==> src/rtl/regdec_pkg.sv <==
// Shared definitions for the peripheral register window decoder.
// Assumes a 32-bit data bus with four byte lanes.
package regdec_pkg;

    // Access size codes as driven on the bus
    typedef enum logic [1:0] {
        SZ_BYTE  = 2'b00,
        SZ_HALF  = 2'b01,
        SZ_WORD  = 2'b10,
        SZ_WORD2 = 2'b11
    } acc_size_e;

    // Byte lane addressed by the two low address bits under the endian mode
    function automatic logic [1:0] byte_lane(input logic [1:0] addr_lo, input logic big_end);
        return big_end ? ~addr_lo : addr_lo;
    endfunction

endpackage

==> src/rtl/regdec_addr_decode.sv <==
// Address decoder: checks the window, extracts the 64-byte slot index and
// computes the endian-adjusted byte lane. Purely combinational.
// Assumes BASE is aligned to 2**WIN_BITS.
module regdec_addr_decode
    import regdec_pkg::*;
#(
    parameter int          ADDR_W    = 32,
    parameter logic [31:0] BASE      = 32'h8000_0000,
    parameter int          WIN_BITS  = 14,
    parameter int          SLOT_BITS = 6,
    parameter int          GPIO_SLOT = 0,
    localparam int         SLOT_W    = WIN_BITS - SLOT_BITS
) (
    input  logic [ADDR_W-1:0] addr,
    input  logic              big_endian,
    output logic              in_win,
    output logic              gpio_sel,
    output logic [SLOT_W-1:0] slot,
    output logic [1:0]        lane
);
    localparam logic [ADDR_W-1:0] BASE_A = ADDR_W'(BASE);

    // Window match on the high bits, slot index and lane extraction
    always_comb begin
        in_win   = (addr[ADDR_W-1:WIN_BITS] == BASE_A[ADDR_W-1:WIN_BITS]);
        slot     = addr[WIN_BITS-1:SLOT_BITS];
        gpio_sel = in_win && (slot == SLOT_W'(GPIO_SLOT));
        lane     = byte_lane(addr[1:0], big_endian);
    end

endmodule

==> src/rtl/regdec_gpio_bank.sv <==
// Four byte-wide port registers that accept word writes, or byte writes
// into one port selected by lane. Cleared by the general reset domain.
// Assumes the caller has already filtered out half-word accesses.
module regdec_gpio_bank #(
    parameter int DATA_W = 32,
    localparam int PORTS = DATA_W / 8
) (
    input  logic              clk,
    input  logic              rst_clr_n,
    input  logic              we_word,
    input  logic              we_byte,
    input  logic [1:0]        lane,
    input  logic [DATA_W-1:0] wdata,
    output logic [DATA_W-1:0] ports
);
    logic [7:0] port_q [PORTS];

    for (genvar k = 0; k < PORTS; k++) begin : g_port
        // Load port k on a word write or a byte write aimed at its lane
        always_ff @(posedge clk) begin
            if (!rst_clr_n)
                port_q[k] <= '0;
            else if (we_word || (we_byte && lane == 2'(k)))
                port_q[k] <= wdata[8*k +: 8];
        end

        assign ports[8*k +: 8] = port_q[k];


        other_port_stable_chk: assert property (@(posedge clk) disable iff (!rst_clr_n)
            (we_byte && !we_word && lane != 2'(k)) |=> $stable(port_q[k]))
            else $error("byte write disturbed port %0d", k);
    end

endmodule

==> src/rtl/regdec_reg_bank.sv <==
// Ordinary register bank: general registers in the full reset domain and
// preserved registers cleared only by power-on reset. Writes load the whole
// data word truncated to the register width; reads zero-extend.
// Assumes slot indices in the parameters are distinct and not the GPIO slot.
module regdec_reg_bank #(
    parameter int                 DATA_W        = 32,
    parameter int                 SLOT_W        = 8,
    parameter int                 GEN_COUNT     = 4,
    parameter int                 GEN_W         = 16,
    parameter int                 GEN_BASE_SLOT = 1,
    parameter int                 PRES_COUNT    = 3,
    parameter logic [PRES_COUNT*8-1:0] PRES_SLOTS = {8'd10, 8'd9, 8'd8},
    parameter logic [PRES_COUNT*8-1:0] PRES_WIDTHS = {8'd32, 8'd32, 8'd8}
) (
    input  logic              clk,
    input  logic              rst_por_n,
    input  logic              rst_clr_n,
    input  logic              we,
    input  logic [SLOT_W-1:0] slot,
    input  logic [DATA_W-1:0] wdata,
    output logic [DATA_W-1:0] rd_val
);
    logic [GEN_W-1:0]  gen_q  [GEN_COUNT];
    logic [DATA_W-1:0] pres_q [PRES_COUNT];
    logic [DATA_W-1:0] gen_rd [GEN_COUNT];
    logic [DATA_W-1:0] pres_rd[PRES_COUNT];

    for (genvar g = 0; g < GEN_COUNT; g++) begin : g_gen
        localparam logic [SLOT_W-1:0] MY_SLOT = SLOT_W'(GEN_BASE_SLOT + g);

        // General register: cleared by any system reset
        always_ff @(posedge clk) begin
            if (!rst_clr_n)
                gen_q[g] <= '0;
            else if (we && slot == MY_SLOT)
                gen_q[g] <= wdata[GEN_W-1:0];
        end

        assign gen_rd[g] = (slot == MY_SLOT) ? DATA_W'(gen_q[g]) : '0;
    end

    for (genvar p = 0; p < PRES_COUNT; p++) begin : g_pres
        localparam int                W       = int'(PRES_WIDTHS[p*8 +: 8]);
        localparam logic [SLOT_W-1:0] MY_SLOT = SLOT_W'(PRES_SLOTS[p*8 +: 8]);
        localparam logic [DATA_W-1:0] MASK    = DATA_W'((64'd1 << W) - 64'd1);

        // Preserved register: cleared by power-on reset only
        always_ff @(posedge clk) begin
            if (!rst_por_n)
                pres_q[p] <= '0;
            else if (we && slot == MY_SLOT)
                pres_q[p] <= wdata & MASK;
        end

        assign pres_rd[p] = (slot == MY_SLOT) ? pres_q[p] : '0;


        pres_keep_chk: assert property (@(posedge clk) disable iff (!rst_por_n)
            (!rst_clr_n && !(we && slot == MY_SLOT)) |=> $stable(pres_q[p]))
            else $error("preserved register %0d lost on non-power-on reset", p);
    end

    // Merge the per-register read values; unmapped slots give zero
    always_comb begin
        rd_val = '0;
        for (int g = 0; g < GEN_COUNT; g++)  rd_val |= gen_rd[g];
        for (int p = 0; p < PRES_COUNT; p++) rd_val |= pres_rd[p];
    end

endmodule

==> src/rtl/periph_reg_decoder.sv <==
// Top of the peripheral register window decoder. Decodes each bus access,
// steers writes to the GPIO or ordinary register bank, builds the registered
// read data and flags half-word GPIO accesses. Resets are synchronous and
// active low; power-on reset dominates the general clear.
// Assumes one access per cycle and a 32-bit data bus.
module periph_reg_decoder
    import regdec_pkg::*;
#(
    parameter int          ADDR_W    = 32,
    parameter int          DATA_W    = 32,
    parameter logic [31:0] BASE      = 32'h8000_0000,
    parameter int          WIN_BITS  = 14,
    parameter int          SLOT_BITS = 6,
    parameter int          GPIO_SLOT = 0,
    parameter int          GEN_COUNT = 4,
    parameter int          GEN_W     = 16,
    localparam int         SLOT_W    = WIN_BITS - SLOT_BITS
) (
    input  logic              clk,
    input  logic              rst_por_n,
    input  logic              rst_user_n,
    input  logic              rst_pwrfail_n,
    input  logic              bus_req,
    input  logic              bus_wr,
    input  logic [ADDR_W-1:0] bus_addr,
    input  logic [1:0]        bus_size,
    input  logic [DATA_W-1:0] bus_wdata,
    input  logic              big_endian,
    output logic [DATA_W-1:0] bus_rdata,
    output logic              size_err
);
    logic              rst_clr_n;
    logic              in_win, gpio_sel;
    logic [SLOT_W-1:0] slot;
    logic [1:0]        lane;
    logic              is_byte, is_half;
    logic              gpio_we_word, gpio_we_byte, gpio_half, reg_we;
    logic [DATA_W-1:0] gpio_ports, bank_val, rd_next;

    assign rst_clr_n = rst_por_n & rst_user_n & rst_pwrfail_n;

    regdec_addr_decode #(
        .ADDR_W(ADDR_W), .BASE(BASE), .WIN_BITS(WIN_BITS),
        .SLOT_BITS(SLOT_BITS), .GPIO_SLOT(GPIO_SLOT)
    ) u_dec (
        .addr(bus_addr), .big_endian(big_endian),
        .in_win(in_win), .gpio_sel(gpio_sel), .slot(slot), .lane(lane)
    );

    // Classify the access and produce the per-bank write strobes
    always_comb begin
        is_byte      = (bus_size == SZ_BYTE);
        is_half      = (bus_size == SZ_HALF);
        gpio_half    = bus_req && gpio_sel && is_half;
        gpio_we_word = bus_req && bus_wr && gpio_sel && !is_byte && !is_half;
        gpio_we_byte = bus_req && bus_wr && gpio_sel && is_byte;
        reg_we       = bus_req && bus_wr && in_win && !gpio_sel;
    end

    regdec_gpio_bank #(.DATA_W(DATA_W)) u_gpio (
        .clk(clk), .rst_clr_n(rst_clr_n),
        .we_word(gpio_we_word), .we_byte(gpio_we_byte), .lane(lane),
        .wdata(bus_wdata), .ports(gpio_ports)
    );

    regdec_reg_bank #(
        .DATA_W(DATA_W), .SLOT_W(SLOT_W), .GEN_COUNT(GEN_COUNT),
        .GEN_W(GEN_W), .GEN_BASE_SLOT(GPIO_SLOT + 1)
    ) u_bank (
        .clk(clk), .rst_por_n(rst_por_n), .rst_clr_n(rst_clr_n),
        .we(reg_we), .slot(slot), .wdata(bus_wdata), .rd_val(bank_val)
    );

    // Select next read data: GPIO lane view, ordinary register or zero
    always_comb begin
        rd_next = '0;
        if (bus_req && !bus_wr && in_win) begin
            if (gpio_sel) begin
                if (is_byte)
                    rd_next[8*lane +: 8] = gpio_ports[8*lane +: 8];
                else if (!is_half)
                    rd_next = gpio_ports;
            end else begin
                rd_next = bank_val;
            end
        end
    end

    // Register read data and the size error flag
    always_ff @(posedge clk) begin
        if (!rst_clr_n) begin
            bus_rdata <= '0;
            size_err  <= 1'b0;
        end else begin
            bus_rdata <= rd_next;
            size_err  <= gpio_half;
        end
    end


    out_of_window_zero_chk: assert property (@(posedge clk) disable iff (!rst_clr_n)
        (bus_req && !bus_wr && !in_win) |=> (bus_rdata == '0))
        else $error("read outside window returned data");


    half_write_ignored_chk: assert property (@(posedge clk) disable iff (!rst_clr_n)
        (bus_req && bus_wr && gpio_sel && is_half) |=> $stable(gpio_ports))
        else $error("half-word write changed a port");


    err_zero_data_chk: assert property (@(posedge clk) disable iff (!rst_clr_n)
        size_err |-> (bus_rdata == '0))
        else $error("size error with nonzero read data");

endmodule

==> config.mk <==
export PLATFORM = sky130hd
export DESIGN_NAME = periph_reg_decoder
export DESIGN_NICKNAME = d
export VERILOG_FILES = /design/src/rtl/regdec_pkg.sv /design/src/rtl/regdec_addr_decode.sv /design/src/rtl/regdec_gpio_bank.sv /design/src/rtl/regdec_reg_bank.sv /design/src/rtl/periph_reg_decoder.sv
export SDC_FILE = /design/constraint.sdc
export NUM_CORES = 1
export LEC_CHECK = 0
export BUFFER_PORTS_ARGS = -buffer_cell sky130_fd_sc_hd__buf_2
export CORE_AREA = 5 5 208 160
export CTS_CLUSTER_SIZE = 20
export DETAILED_ROUTE_END_ITERATION = 6
export DIE_AREA = 0 0 213 165
export GPL_ROUTABILITY_DRIVEN = 0
export GPL_TIMING_DRIVEN = 0
export PLACE_DENSITY_LB_ADDON = 0.12
export SYNTH_ARGS = -nofsm -noshare
export SYNTH_HDL_FRONTEND = slang
export SYNTH_SLANG_ARGS = --single-unit
==> constraint.sdc <==
create_clock -name clk -period 5.95 [get_ports clk]
set_input_delay 1.19 -clock clk [delete_from_list [all_inputs] [get_ports clk]]
set_output_delay 1.19 -clock clk [all_outputs]
set_load 0.005 [all_outputs]
==> out/qor.yml <==
routed_wirelength_um: 31200
antenna_found_initial: 1
synth_fp_nets: 820
critPathKind: "in2reg"
seq_area_frac_synth_pct: 62.5
fin_nets: 946
async_flop_share_pct: 0
clkLatencyLatePin_ns: 0.52
drt.antenna.violating_nets: 0
tightest_slew_ns: 1.26
drt_iter0_drc: 492
syn-instance-count: 745
crit_arrival_ns: 4.34
grt.total_usage_pct: 17.4
p_per_area_nw_per_um2: 296
grt_max_degree: 17
synth_warnings: 0
drc: 0
max_freq_ghz: 0.237
vdd_drop_max_uv: 167
start_util_pct: 29.5
num_vias: 6637
fin_util_pct: 35.7
whs_ns: 0.494
status: "completed"
power.sequential.fraction_pct: 48.6
root_buffer: "clkbuf_16"
rsz0062_at_grt: "false"
holdCritPathClass: "reg2reg"
power.leakage_nw: 4.01
io_pins: 106
start_kind: "primary input"
hold_viol: 0
drive_above_1_share_pct: 23.5
cts.path.max_buffers: 3
swShare_pct: 23.1
drv_slew: 0
hold_buffers: 0
fillers: 3081
relSlewSlack_pct: 14.9
clockPowerShare_pct: 45.7
grt_pass1_wl_um: 44500
finalSetupTns_ns: 0
die_h_um: 165
ys_types: 60
dp.final_hpwl_um: 23100
avgSynthCellArea_um2: 12.2
switchingPower_uw: 754
worstPathMaxFanout: 10
pwr-share-comb_pct: 5.7
numClockSinks: 201
via_per_inst: 5.13
cap_viol_max_count: 0
die_area_um2: 35100
ys.flop_type: "edfxtp_1"
num_rows: 56
clkTransAtPathRegs_ns: 0.06
finalPower_mw: 3.26
synth_area_um2: 9130
portBuffers: 95
coreArea_um2: 30900
synth-seq-cells: 201
synth_edf_count: 168
cts_tree: "yes"
stdcell_area_um2: 11000
cts_resized: 0
min_period_ns: 4.21
cp.required_ns: 6.07
htreeDepth: 1
area_delta_synth_final_pct: 20.8
end_kind: "flop"
place_area_um2: 10200
wl_per_cell_um: 24.1
diodes: 0
setup_viol: 0
grt_overflow: 0
dr.pass1.iters: 5
fin_skew_ns: 0.0147
final.period_utilization_pct: 70.8
p_int_mw: 2.51
cts_buffers: 23
grt_pass1_vias: 6564
die_x_um: 213
post_cts_buffers: 0
==> cells by family after synthesis <==
group / count (synthesis) / share of synthesized area [%]
flip-flops: 201 / 62.5
AO/OA/AOI/OAI: 136 / 10.9
buffers and inverters: 49 / 2.56
adder cells (fa/ha/maj): 2 / 0.274
AND/OR/NAND/NOR: 325 / 19.8
XOR/XNOR: 1 / 0.0960
multiplexers: 31 / 3.80
==> power groups by stage <==
stage / clock [mW] / combinational (mW) / sequential, mW
2_1_floorplan: 0 / 0.0922 / 1.61
3_3_place_gp: 0 / 0.175 / 1.62
3_5_place_dp: 0 / 0.184 / 1.62
4_1_cts: 1.52 / 0.185 / 1.59
5_1_grt: 1.58 / 0.199 / 1.59
6_report: 1.49 / 0.185 / 1.59
==> cell usage after synthesis (5+ instances only) <==
cell	number	area, um^2
mux2i_1	11	110
a21oi_1	28	140
inv_1	5	18.8
nand2b_1	7	43.8
dfxtp_1	33	661
nand2_1	50	188
a221oi_1	15	131
o22ai_1	7	43.8
nor2_1	91	342
o21ai_0	9	45.0
mux2_2	19	214
buf_2	17	85.1
a32oi_1	6	52.6
a222oi_1	7	70.1
nor3_1	10	50.1
nor2b_1	8	50.1
nand3_1	13	65.1
clkbuf_1	18	67.6
nor4_1	5	31.3
a22oi_1	20	150
o31ai_1	9	67.6
nor4_4	5	106
and2_1	104	651
a22o_1	9	78.8
a31oi_1	6	37.5
edfxtp_1	168	5040
==> final timing paths <==
check                       start             endpoint  slack (ns)  cells past startpoint
max                  bus_addr[11]  u_gpio.port_q[3][5]        1.74                      8
max reg2reg   u_gpio.port_q[1][1]         bus_rdata[9]        3.97                      5
min          u_bank.pres_q[1][27]        bus_rdata[27]        0.49                      2
min reg2reg  u_bank.pres_q[1][27]        bus_rdata[27]        0.49                      2
==> final cells by class <==
cell class / instances / area, um^2 / area share (%)
clock buffers: 28 / 624 / 5.67
plain buffers: 44 / 215 / 1.95
inverters: 5 / 18.8 / 0.170
well taps: 406 / 508 / 4.61
flip-flops and latches: 201 / 5710 / 51.8
repair buffers: 101 / 571 / 5.18
clock inverters: 14 / 159 / 1.44
multi-input cells: 495 / 3220 / 29.2
==> sequential cells by signal (all words and copies together) (netlist names) <==
signal and cells:
u_bank.gen_q 64, size_err 1, bus_rdata 32, u_bank.pres_q 72
u_gpio.port_q 32
==> metal layers <==
layer / track usage (%) / vias to the layer above / share of wire, %
met5: 0 / - / 0.042
met4: 2.68 / 2 / 1.3
met3: 3.21 / 33 / 6.7
met2: 25.6 / 202 / 43
met1: 26.9 / 3342 / 49
li1: - / 3058 / -
==> critical path, stage by stage <==
cell,delay (ns)
buf_2,0.12
nor4_4,0.55
nand3_1,0.24
buf_2,0.28
nor3_2,0.31
buf_2,0.37
nand3_1,0.23
o21ai_0,1.03
==> stage by stage <==
step	cells	setup slack (ns)
detailed placement	1252	1.16
CTS	1294	1.68
global placement	1246	-2.63
global route	1294	1.56
floorplan	745	0.751
finish	1294	1.74
==> cell usage in the layout (no fill, tap or decap), drive strengths merged, types with 11 or more instances in the layout <==
master and n:
edfxtp 168, buf 125, and2 104, nor2 91
nand2 50, clkbuf 48, dfxtp 33, a21oi 28
a22oi 20, mux2 19, nand3 16, a221oi 15
nor3 14, mux2i 11, nor4 11
Power figures use the tool's default switching activity.
